### src/rtl/rnmi_arb_pkg.sv
package rnmi_arb_pkg;

    // Route decision held by the arbiter for the current cycle
    typedef enum logic [1:0] {
        RT_MASKED = 2'd0,
        RT_IDLE   = 2'd1,
        RT_ORD    = 2'd2,
        RT_NMI    = 2'd3
    } route_e;

endpackage

### src/rtl/rnmi_pend_reg.sv
module rnmi_pend_reg #(
    parameter int N = 16
) (
    input  logic         clk,
    input  logic         rst_n,
    input  logic [N-1:0] lines_i,
    output logic [N-1:0] pend_o,
    output logic         any_o
);

    // One flop per source; each bit mirrors its line level one clock later
    for (genvar gi = 0; gi < N; gi++) begin : g_bit
        always_ff @(posedge clk or negedge rst_n) begin
            if (!rst_n) begin
                pend_o[gi] <= 1'b0;
            end else begin
                pend_o[gi] <= lines_i[gi];
            end
        end
    end

    assign any_o = |pend_o;

endmodule

### src/rtl/rnmi_prio_enc.sv
module rnmi_prio_enc #(
    parameter int N  = 16,
    parameter int IW = 4
) (
    input  logic [N-1:0]  req_i,
    output logic [IW-1:0] idx_o,
    output logic          hit_o
);

    // below[i] is set when any request with a smaller index is present
    logic [N:0]   below;
    logic [N-1:0] grant;

    assign below[0] = 1'b0;

    for (genvar gi = 0; gi < N; gi++) begin : g_chain
        assign below[gi+1] = below[gi] | req_i[gi];
        assign grant[gi]   = req_i[gi] & ~below[gi];
    end

    assign hit_o = below[N];

    // grant is one-hot or empty, so OR-ing the indices encodes it
    always_comb begin
        idx_o = '0;
        for (int i = 0; i < N; i++) begin
            if (grant[i]) begin
                idx_o = idx_o | IW'(i);
            end
        end
    end

endmodule

### src/rtl/rnmi_route_fsm.sv
module rnmi_route_fsm
    import rnmi_arb_pkg::*;
#(
    parameter int CW = 4
) (
    input  logic          clk,
    input  logic          rst_n,
    input  logic          nmi_en_i,
    input  logic          ext_en_i,
    input  logic          nmi_hit_i,
    input  logic [CW-1:0] nmi_idx_i,
    input  logic          ord_valid_i,
    input  logic [CW-1:0] ord_cause_i,
    output logic          take_o,
    output logic          is_nmi_o,
    output logic [CW-1:0] cause_o
);

    route_e        state_q, state_d;
    logic [CW-1:0] cause_q, cause_d;

    // Next-state selection: enable gate first, then NMI, then ordinary
    always_comb begin
        if (!nmi_en_i) begin
            state_d = RT_MASKED;
        end else if (ext_en_i && nmi_hit_i) begin
            state_d = RT_NMI;
        end else if (ord_valid_i) begin
            state_d = RT_ORD;
        end else begin
            state_d = RT_IDLE;
        end
    end

    // Cause chosen for the state being entered
    always_comb begin
        unique case (state_d)
            RT_MASKED: cause_d = '0;
            RT_IDLE:   cause_d = '0;
            RT_ORD:    cause_d = ord_cause_i;
            RT_NMI:    cause_d = nmi_idx_i;
            default:   cause_d = '0;
        endcase
    end

    // State and cause registers
    always_ff @(posedge clk or negedge rst_n) begin
        if (!rst_n) begin
            state_q <= RT_MASKED;
            cause_q <= '0;
        end else begin
            state_q <= state_d;
            cause_q <= cause_d;
        end
    end

    // Output decode from the held state
    always_comb begin
        unique case (state_q)
            RT_MASKED: begin
                take_o   = 1'b0;
                is_nmi_o = 1'b0;
            end
            RT_IDLE: begin
                take_o   = 1'b0;
                is_nmi_o = 1'b0;
            end
            RT_ORD: begin
                take_o   = 1'b1;
                is_nmi_o = 1'b0;
            end
            RT_NMI: begin
                take_o   = 1'b1;
                is_nmi_o = 1'b1;
            end
            default: begin
                take_o   = 1'b0;
                is_nmi_o = 1'b0;
            end
        endcase
    end

    assign cause_o = cause_q;

endmodule

### src/rtl/rnmi_arb_top.sv
module rnmi_arb_top #(
    parameter int NMI_N   = 16,
    parameter int CAUSE_W = 4
) (
    input  logic               clk,
    input  logic               rst_n,
    input  logic [NMI_N-1:0]   nmi_lines_i,
    input  logic               nmi_en_i,
    input  logic               ext_en_i,
    input  logic               ord_valid_i,
    input  logic [CAUSE_W-1:0] ord_cause_i,
    output logic               take_o,
    output logic               is_nmi_o,
    output logic [CAUSE_W-1:0] cause_o
);

    localparam int IDX_W = (NMI_N > 1) ? $clog2(NMI_N) : 1;

    logic [NMI_N-1:0]   pend_q;
    logic               pend_any;
    logic [IDX_W-1:0]   win_idx;
    logic               win_hit;
    logic [CAUSE_W-1:0] win_cause;

    rnmi_pend_reg #(.N(NMI_N)) u_pend (
        .clk     (clk),
        .rst_n   (rst_n),
        .lines_i (nmi_lines_i),
        .pend_o  (pend_q),
        .any_o   (pend_any)
    );

    rnmi_prio_enc #(.N(NMI_N), .IW(IDX_W)) u_enc (
        .req_i (pend_q),
        .idx_o (win_idx),
        .hit_o (win_hit)
    );

    assign win_cause = CAUSE_W'(win_idx);

    rnmi_route_fsm #(.CW(CAUSE_W)) u_fsm (
        .clk         (clk),
        .rst_n       (rst_n),
        .nmi_en_i    (nmi_en_i),
        .ext_en_i    (ext_en_i),
        .nmi_hit_i   (win_hit & pend_any),
        .nmi_idx_i   (win_cause),
        .ord_valid_i (ord_valid_i),
        .ord_cause_i (ord_cause_i),
        .take_o      (take_o),
        .is_nmi_o    (is_nmi_o),
        .cause_o     (cause_o)
    );

endmodule

### config.mk
export PLATFORM = sky130hd
export DESIGN_NAME = rnmi_arb_top
export DESIGN_NICKNAME = d
export VERILOG_FILES = /design/src/rtl/rnmi_arb_pkg.sv /design/src/rtl/rnmi_pend_reg.sv /design/src/rtl/rnmi_prio_enc.sv /design/src/rtl/rnmi_route_fsm.sv /design/src/rtl/rnmi_arb_top.sv
export SDC_FILE = /design/constraint.sdc
export NUM_CORES = 1
export LEC_CHECK = 0
export BUFFER_PORTS_ARGS = -buffer_cell sky130_fd_sc_hd__buf_4
export CAP_MARGIN = 40
export CORE_MARGIN = 1.5
export CORE_UTILIZATION = 48
export DETAILED_ROUTE_END_ITERATION = 16
export PLACE_DENSITY_LB_ADDON = 0.2
export SETUP_SLACK_MARGIN = 0.05
export SYNTH_ARGS = -nofsm -noshare
export SYNTH_HDL_FRONTEND = slang
export SYNTH_HIERARCHICAL = 1
export SYNTH_SLANG_ARGS = --single-unit
### constraint.sdc
create_clock -name clk -period 1.8 [get_ports clk]
set_input_delay 0.36 -clock clk [delete_from_list [all_inputs] [get_ports clk]]
set_output_delay 0.36 -clock clk [all_outputs]
set_load 0.02 [all_outputs]
# Word level (Yosys, flattened, before mapping)
# Cells that the tools add are included.
[word_totals]
out_inout_bits = 6
wordCells = 99
in_bits = 25
reg_bits = 22
[classes]
bitwise_logic = 46
n_eq_ne = 6
muxes = 21
n_reduce_logical = 8
[op_table]
columns = ["op", "n"]
rows = [
  ["$mux W4", 8],
  ["$and A1 B1 Y1", 16],
  ["$reduce_or A16 Y1", 1],
  ["$not A1 Y1", 15],
  ["$or A1 B1 Y1", 15],
  ["$mux W3", 4],
  ["$pmux W4 S3", 1],
  ["$mux W2", 5],
  ["$eq A2 B2 Y1 const B", 4],
  ["$reduce_or A2 Y1", 3],
  ["$eq A2 B1 Y1 const B", 2],
  ["$logic_not A2 Y1", 2],
  ["$pmux W1 S2", 2],
  ["$reduce_or A3 Y1", 1],
  ["$logic_and A1 B1 Y1", 1],
  ["$mux W1", 1],
]

# Logic depth before layout (Yosys ltp)
# Gate-level depths: netlist of run 1.
[depth]
word_depth = 22
ltp_mapped = 7
mapped_depth_nobuf = 7

# Cells and area by module
# The synthesis of run 1 kept the hierarchy.
[by_module_without_submodules]
columns = ["mod", "seq_area_each_um2", "instances", "area_each_um2", "cells_each"]
rows = [
  ["rnmi_pend_reg", 400.4, 1, 431.7, 21],
  ["rnmi_route_fsm", 150.1, 1, 255.2, 24],
  ["rnmi_prio_enc", 0.0, 1, 224.0, 33],
  ["rnmi_arb_top", 0.0, 1, 6.3, 1],
]

# Worst setup path before layout of run 1
# No wires, ideal clock.
[synth_path]
path_type = "register to register"
start = "reg u_pend.pend_o[8]"
end = "reg u_fsm.cause_q[0], in the netlist u_fsm/cause_o[0]"
path_stages_with_launch = 8
setup_time_ns = 0.078
t_arrival_ns = 1.491
n_path_buf = 0
period_less_slack_ns = 1.568
required_time_ns = 1.722
setup_slack_ns = 0.232
cell_sequence = "dfrtp_1 nor4_4 and3_1 nand3_1 and2_1 nand2_2 nand3_1 a21boi_1"
[synth_between]
elab_chain_len = 15
[synth_lines]
columns = ["element", "line", "rtl"]
rows = [
  ["start: declaration", "rnmi_pend_reg.sv:7", "output logic [N-1:0] pend_o,"],
  ["start signal: indexed assignment", "rnmi_pend_reg.sv:17", "pend_o[gi] <= lines_i[gi];"],
  ["$or A1 B1 Y1 * (8 in series)", "rnmi_prio_enc.sv:17", "assign below[gi+1] = below[gi] | req_i[gi];"],
  ["via win_hit", "rnmi_arb_top.sv:22", "logic win_hit;"],
  ["$and A1 B1 Y1 *", "rnmi_arb_top.sv:46", ".nmi_hit_i (win_hit & pend_any),"],
  ["$logic_and A1 B1 Y1 *", "rnmi_route_fsm.sv:26", "end else if (ext_en_i && nmi_hit_i) begin"],
  ["$mux W2 *", "rnmi_route_fsm.sv:26", ""],
  ["$mux W2 *", "rnmi_route_fsm.sv:24", "if (!nmi_en_i) begin"],
  ["$eq A2 B1 Y1 / $logic_not A2 Y1 (equally long branches)", "rnmi_route_fsm.sv:37", "unique case (state_d)"],
  ["$reduce_or A2 Y1 (no source line)", "n/a", ""],
  ["$pmux W4 S3 *", "rnmi_route_fsm.sv:37", ""],
  ["via u_fsm.cause_d[0]", "rnmi_route_fsm.sv:20", "logic [CW-1:0] cause_q, cause_d;"],
  ["end signal: assignment", "rnmi_route_fsm.sv:53", "cause_q <= cause_d;"],
  ["end: declaration", "rnmi_route_fsm.sv:20", ""],
]
# The timed path passes the listed nets; every way through them passes the cells marked *.

# Worst setup path in the final report of run 1
[layout_path]
start = "reg u_pend.pend_o[9]"
end = "reg u_fsm.cause_q[2], in the netlist u_fsm/cause_o[2]"
[layout_between]
elab_chain_len = 14
[layout_lines]
columns = ["element", "line"]
rows = [
  ["$or A1 B1 Y1 * (7 in series)", "rnmi_prio_enc.sv:17"],
  ["via win_hit", "rnmi_arb_top.sv:22"],
  ["$and A1 B1 Y1 *", "rnmi_arb_top.sv:46"],
  ["$logic_and A1 B1 Y1 *", "rnmi_route_fsm.sv:26"],
  ["$mux W2 *", "rnmi_route_fsm.sv:26"],
  ["$mux W2 *", "rnmi_route_fsm.sv:24"],
  ["$eq A2 B1 Y1 / $logic_not A2 Y1 (equally long branches)", "rnmi_route_fsm.sv:37"],
  ["$reduce_or A2 Y1 (no source line)", "n/a"],
  ["$pmux W4 S3 *", "rnmi_route_fsm.sv:37"],
  ["via u_fsm.cause_d[2]", "rnmi_route_fsm.sv:20"],
]
# Marks and branches as above.

==> results.cfg, run 1 <==
[outcome]
status = finished, final reports clean

[detailed_routing]
vias = 755
ant_nets = 0
viasPerCell = 5.39
drt_iter0_markers = 12
routed_wl_um = 1870
dr.pass1.iters = 4
route.detailed.drc = 0
wl_per_cell_um = 13.3

[timing]
slew_viol_final = 0
whs_ns = 0.153
fin_crit_sh_pct = 94.5
final.setup.tns_ns = 0
maxSlewHeadroom_pct = 77.7
finalCriticalPeriod_ns = 1.70
finalSetupViolCount = 0
fmax_mhz = 588
finalHoldViolations = 0
fin_skew_ns = 0.000347
rsz0062_at_grt = false
tightest_slew_ns = 0.331

[floorplanning]
rows = 15
die_w_um = 46.7
io_pins = 31
initial_utilization_pct = 52.0
core_mm2 = 0.00176
dieArea_mm2 = 0.00218
chipHeight_um = 46.7

[worst_setup_path]
cp_data_arrival_time_ns = 1.94
critPathSlowestCell = dfrtp_2
path_cells = nor4_4 > and3_1 > nand3_1 > and2_4 > nand2_4 > nand3_1 > a21boi_1
path_delay_family = simple AND/OR/NAND/NOR gates
slowest_delay_ns = 0.46
crit_top_cell = nand3_1
crit_type = reg2reg
crit_path_end_kind = flop
start_kind = flop
required_ns = 2.03
crit_fanout = 6
cp_num_buf_inv = 0

[logic_synthesis]
synth_edf_count = 0
ys.flop_type = dfrtp_1
yosysMostFrequentCell = dfrtp_1
ys_ff_latch = 22
synth_top_area_share_pct = 60.0
syn_inst = 79
synth_compound_area_share_pct = 11.3
synth_top_family_by_area = simple AND/OR/NAND/NOR gates
syn_area_per_cell_um2 = 11.6
synth_fp_nets = 104
synth-xor-area-share_pct = 0
muxShareOfSynthArea_pct = 0
synthArstFlopShare_pct = 100
yosys-top-cells-count = dfrtp_1 (22), nand3_1 (9), nor2_1 (8), a21boi_1 (5), nor4_1 (5)
syn-cell-area_um2 = 917
ys.warnings.count = 6
yosysSeqAreaShare_pct = 60.0
ys_top_cells_by_area = dfrtp_1 (60%), nor4_4 (7.0%), nand3_1 (4.9%)
yosys.area_share.adder_pct = 0
synthDistinctLibCells = 22
synthSimpleGateAreaFrac_pct = 27.4
synth_top_area_cell = dfrtp_1

[clock_tree]
clk_path_buf_depth = 2
cts.sinks = 22
clk_latency_ns = 0.30
cts_htree_levels = 1
cts_tree = done
cts_buffers = 3
clockRootBuffer = clkbuf_4
clkTransAtPathRegs_ns = 0.11

[power_and_ir_drop]
power.leakage_nw = 0.562
vdd_drop_max_uv = 632
power.density_mw_per_mm2 = 816

[global_route]
grt_max_degree = 23
use_met3_pct = 7.06
grt_use_total_pct = 18.9
grt_pass1_wl_um = 2830
grt-busiest-layer = met2
grt_pass1_vias = 683
grt_use_met2_pct = 35.3
antenna_found_initial = 0
grtUsageMet1_pct = 20.5
overflow = 0

[min_path]
hold_class = in2reg

[finish]
drive_above_1_share_pct = 39.1
final_cells = 140
stdcell_area_mm2 = 0.00126
n_antenna_cell = 0
area_growth_pct = 37.1
fin_nets = 141

[job]
max-cap-violations = 0

[placed_design]
place.gp.congestion = 0.910
dp_cells = 133
hpwl_um = 1370
place_area_mm2 = 0.00117
portBuffers = 30
[metal layers]
layer  up-vias  share of wire, %
met5         -                 0
met4         0              0.64
met3         6               7.8
met2        39                53
met1       353                38
li1        357                 -
[cells in the final DEF, fill, tap and decap left out, drive strengths merged, types with 2 or more instances in the layout]
cell	instances
buf	32
dfrtp	22
nand3	9
nor2	8
nor4	8
nand2	6
a21boi	5
clkbuf	3
a21oi	3
nor3	2
nor2b	2
o21ai	2
inv	2
and2	2
[sequential cells by signal (all words and copies together), names as in the netlist]
| register | count |
|---|---|
| u_pend/pend_o | 16 |
| u_fsm/cause_o | 4 |
| u_fsm/state_q | 2 |
[worst paths after layout]
check	from	to	slack, ns	cells past startpoint
setup / recovery	u_pend/pend_o[9]$_DFF_PN0_	u_fsm/cause_o[2]$_DFF_PN0_	0.1	7
setup reg to reg	u_pend/pend_o[9]$_DFF_PN0_	u_fsm/cause_o[2]$_DFF_PN0_	0.1	7
hold / removal	nmi_lines_i[13]	u_pend/pend_o[13]$_DFF_PN0_	0.15	1
min in group asynchronous	rst_n	u_pend/pend_o[1]$_DFF_PN0_	0.46	2
hold reg to reg	u_pend/pend_o[9]$_DFF_PN0_	u_fsm/cause_o[1]$_DFF_PN0_	0.68	3
max in group asynchronous	rst_n	u_pend/pend_o[8]$_DFF_PN0_	1.10	2
[layout make-up]
| type | instances | area (um2) |
|---|---|---|
| flip-flops and latches | 22 | 553 |
| inverters | 2 | 7.51 |
| well taps | 25 | 31.3 |
| multi-input cells | 54 | 363 |
| clock inverters | 1 | 30.0 |
| repair buffers | 33 | 250 |
| clock buffers | 3 | 22.5 |
| fillers | 145 | 507 |
[logic make-up (layout without fill, tap and decap cells)]
kind of cell    Yosys count  after routing
buf+inv                   3             39
simple gates             40             40
flops                    22             22
compound gates           14             14
[where the power goes]
part	switching (mW)	total, mW	internal (mW)
clock	0.140	0.365	0.225
sequential	0.0298	0.549	0.519
combinational	0.0485	0.112	0.0636
[metrics by stage]
step           setup slack (ns)  utilization [%]  power (mW)
2_1_floorplan             0.232                -       0.593
3_3_place_gp              0.131             66.3       0.661
3_5_place_dp             0.0755             66.3       0.665
4_1_cts                  0.0604             69.9        1.04
5_1_grt                  0.0663             71.3        1.07
6_report                 0.0993             71.3        1.03
[what timing repair did]
action / 4_1_cts / 5_1_grt
gates resized for setup: 1 / 4
setup buffers: 0 / 2
hold endpoints to repair: 22 / 0
pin swaps: 0 / 2
endpoints found under the setup margin: 1 / 4
hold buffers: 1 / 0
Power figures use the tool's default switching activity.
==> inputs of run 2 (changes only) <==
ABC_AREA = 1   (was default)
CORE_UTILIZATION = 49   (was 48)
PLACE_DENSITY = 0.87   (was default)
PLACE_DENSITY_LB_ADDON = default   (was 0.2)
SKIP_LAST_GASP = 1   (was default)
==> results.cfg, run 2 <==
[placed_design]
dp_cells = 178
place_area_mm2 = 0.00126
hpwl_um = 1450
place.gp.congestion = 0.874
portBuffers = 30
dpl_worst_slack_ns = 0.197

[logic_synthesis]
ys_ff_latch = 22
synthDistinctLibCells = 16
synthArstFlopShare_pct = 100
yosysMostFrequentCell = nand2_1
syn-cell-area_mm2 = 0.00101
synth_top_area_share_pct = 54.6
syn_area_per_cell_um2 = 8.27
yosysSeqAreaShare_pct = 54.6
synth_top_area_cell = dfrtp_1
syn_inst = 122
ys.warnings.count = 6
ys.flop_type = dfrtp_1
synth_edf_count = 0
ys_top_cells_by_area = dfrtp_1 (55%), nand2_1 (9.3%), nor2_1 (7.8%)
yosys-top-cells-count = nand2_1 (25), dfrtp_1 (22), nor2_1 (21), inv_1 (19), nand3_1 (14)
synth_fp_nets = 147

[outcome]
status = finished, final reports clean

[min_path]
hold_start = nmi_lines_i[3]
hold_path_depth = 1
holdPathEnd = u_pend/pend_o[3]$_DFF_PN0_
hold_class = in2reg

[timing]
final.setup.tns_ns = 0
finalHoldViolations = 0
rsz0062_at_grt = false
fin_skew_ns = 0.000869
finalCriticalPeriod_ns = 1.61
fmax_mhz = 621
finalSetupViolCount = 0
tightest_slew_ns = 0.255
maxSlewHeadroom_pct = 83.0
setup_ws_ns = 0.189
slew_viol_final = 0
fin_crit_sh_pct = 89.5

[detailed_routing]
dr.pass1.iters = 4
routed_wl_um = 1930
wl_per_cell_um = 10.3
drt_iter0_markers = 10
vias = 900
viasPerCell = 4.81
route.detailed.drc = 0
ant_nets = 0

[worst_setup_path]
worstReg2RegStart = u_pend/pend_o[6]$_DFF_PN0_
start_kind = flop
crit_type = reg2reg
rr_worst_depth = 11
regToRegEndpoint = u_fsm/cause_o[3]$_DFF_PN0_
crit_path_end_kind = flop
crit_fanout = 6
required_ns = 2.05
cp_data_arrival_time_ns = 1.86
r2r_setup_slack_ns = 0.19

[power_and_ir_drop]
power.density_mw_per_mm2 = 680
vdd_drop_max_uv = 507
finalPower_uw = 914
power.leakage_nw = 0.735

[global_route]
overflow = 0
antenna_found_initial = 0
grt_pass1_wl_um = 2880
grt_max_degree = 23
grt_pass1_vias = 791
grt_use_total_pct = 16.2

[finish]
n_fill_cell = 163
final_cell_mix = buf_4 (34), nand2_1 (25), dfrtp_1 (22)
n_antenna_cell = 0
fin_nets = 186
area_growth_pct = 33.4
top_register = u_pend/pend_o
drive_above_1_share_pct = 31.3
largest_register_ffs = 16
layout_commonest_cell = buf_4
stdcell_area_mm2 = 0.00135
final_cells = 187

[clock_tree]
cts_tree = done
cts_htree_levels = 1
cts_buffers = 3
clkTransAtPathRegs_ns = 0.11
clk_latency_ns = 0.30
clk_path_buf_depth = 2
cts.sinks = 22
clockRootBuffer = clkbuf_4

[floorplanning]
die_w_um = 48.4
dieArea_mm2 = 0.00234
chipHeight_um = 48.4
rows = 16
core_mm2 = 0.00194
io_pins = 31
initial_utilization_pct = 51.9

[job]
max-cap-violations = 0
## run 2: cell types whose count changed in the layout (fill, tap and decap cells not counted), moves of 4 or more
cell      previous run  this run
nor2_2               0         4
inv_1                2        19
nand2_1              4        25
nand3_1              9        14
nor2_1               8        19
a21boi_1             5         0
nor4_1               5         0
## run 2: what timing repair did
| item | 4_1_cts | 5_1_grt |
|---|---|---|
| hold endpoints to repair | 22 | 0 |
| endpoints found under the setup margin | 0 | 6 |
| resized for setup | 0 | 2 |
| buffers inserted | 0 | 4 |
| hold buffers | 1 | 0 |
## run 2: layer usage
layer  share of wire, %  vias up  global-route usage [%]
met3                5.0        4                    6.79
met5                  0        -                       0
met2                 55       23                    30.3
met1                 38      421                    15.7
met4                1.6        0                    6.19
li1                   -      452                       -
## run 2: how the worst max path moves through the flow
stage / startpoint / end
floorplan: u_pend/pend_o[3]$_DFF_PN0_ / u_fsm/cause_o[0]$_DFF_PN0_
global placement: u_pend/pend_o[3]$_DFF_PN0_ / u_fsm/cause_o[2]$_DFF_PN0_
detailed placement: u_pend/pend_o[8]$_DFF_PN0_ / u_fsm/cause_o[3]$_DFF_PN0_
CTS: u_pend/pend_o[8]$_DFF_PN0_ / u_fsm/cause_o[3]$_DFF_PN0_
global route: u_pend/pend_o[6]$_DFF_PN0_ / u_fsm/cause_o[2]$_DFF_PN0_
finish: u_pend/pend_o[6]$_DFF_PN0_ / u_fsm/cause_o[3]$_DFF_PN0_
## run 2: area by class of cell
| type | instances | area, um2 | area share (%) |
|---|---|---|---|
| repair buffers | 35 | 265 | 19.7 |
| multi-input cells | 79 | 383 | 28.5 |
| well taps | 27 | 33.8 | 2.51 |
| clock buffers | 4 | 36.3 | 2.70 |
| flip-flops and latches | 22 | 551 | 40.9 |
| inverters | 20 | 76.3 | 5.67 |
## run 2: cells by family (layout without fill, tap and decap cells)
logic type | after synthesis | count (layout) | share of synthesized area [%]
flip-flops | 22 | 22 | 54.6
buffers and inverters | 21 | 59 | 7.94
AO/OA/AOI/OAI | 5 | 5 | 2.73
AND/OR/NAND/NOR | 74 | 74 | 34.7
## run 2: metrics by stage
step                      util (%)  hold WS, ns
after global routing          69.3        0.128
final                         69.3        0.154
after detailed placement      65.1        0.255
after floorplan                  -       0.0644
after CTS                     67.5        0.139
after global placement        65.1        0.251
## run 2: power breakdown
group | switching (mW) | internal, mW
Combinational | 0.0601 | 0.0599
Sequential | 0.0178 | 0.519
Clock | 0.134 | 0.124
Total | 0.212 | 0.702
## run 2: worst max-delay path: stages, from the launching register on
cell     delay (ns)
dfrtp_1        0.43
nor2_2         0.14
nand2_1        0.10
nor2_4         0.19
nand3_4        0.10
nor2_4         0.10
nand2_1        0.06
nand2_1        0.06
inv_1          0.08
nand2_2        0.13
nand3_1        0.11
nand2_1        0.07
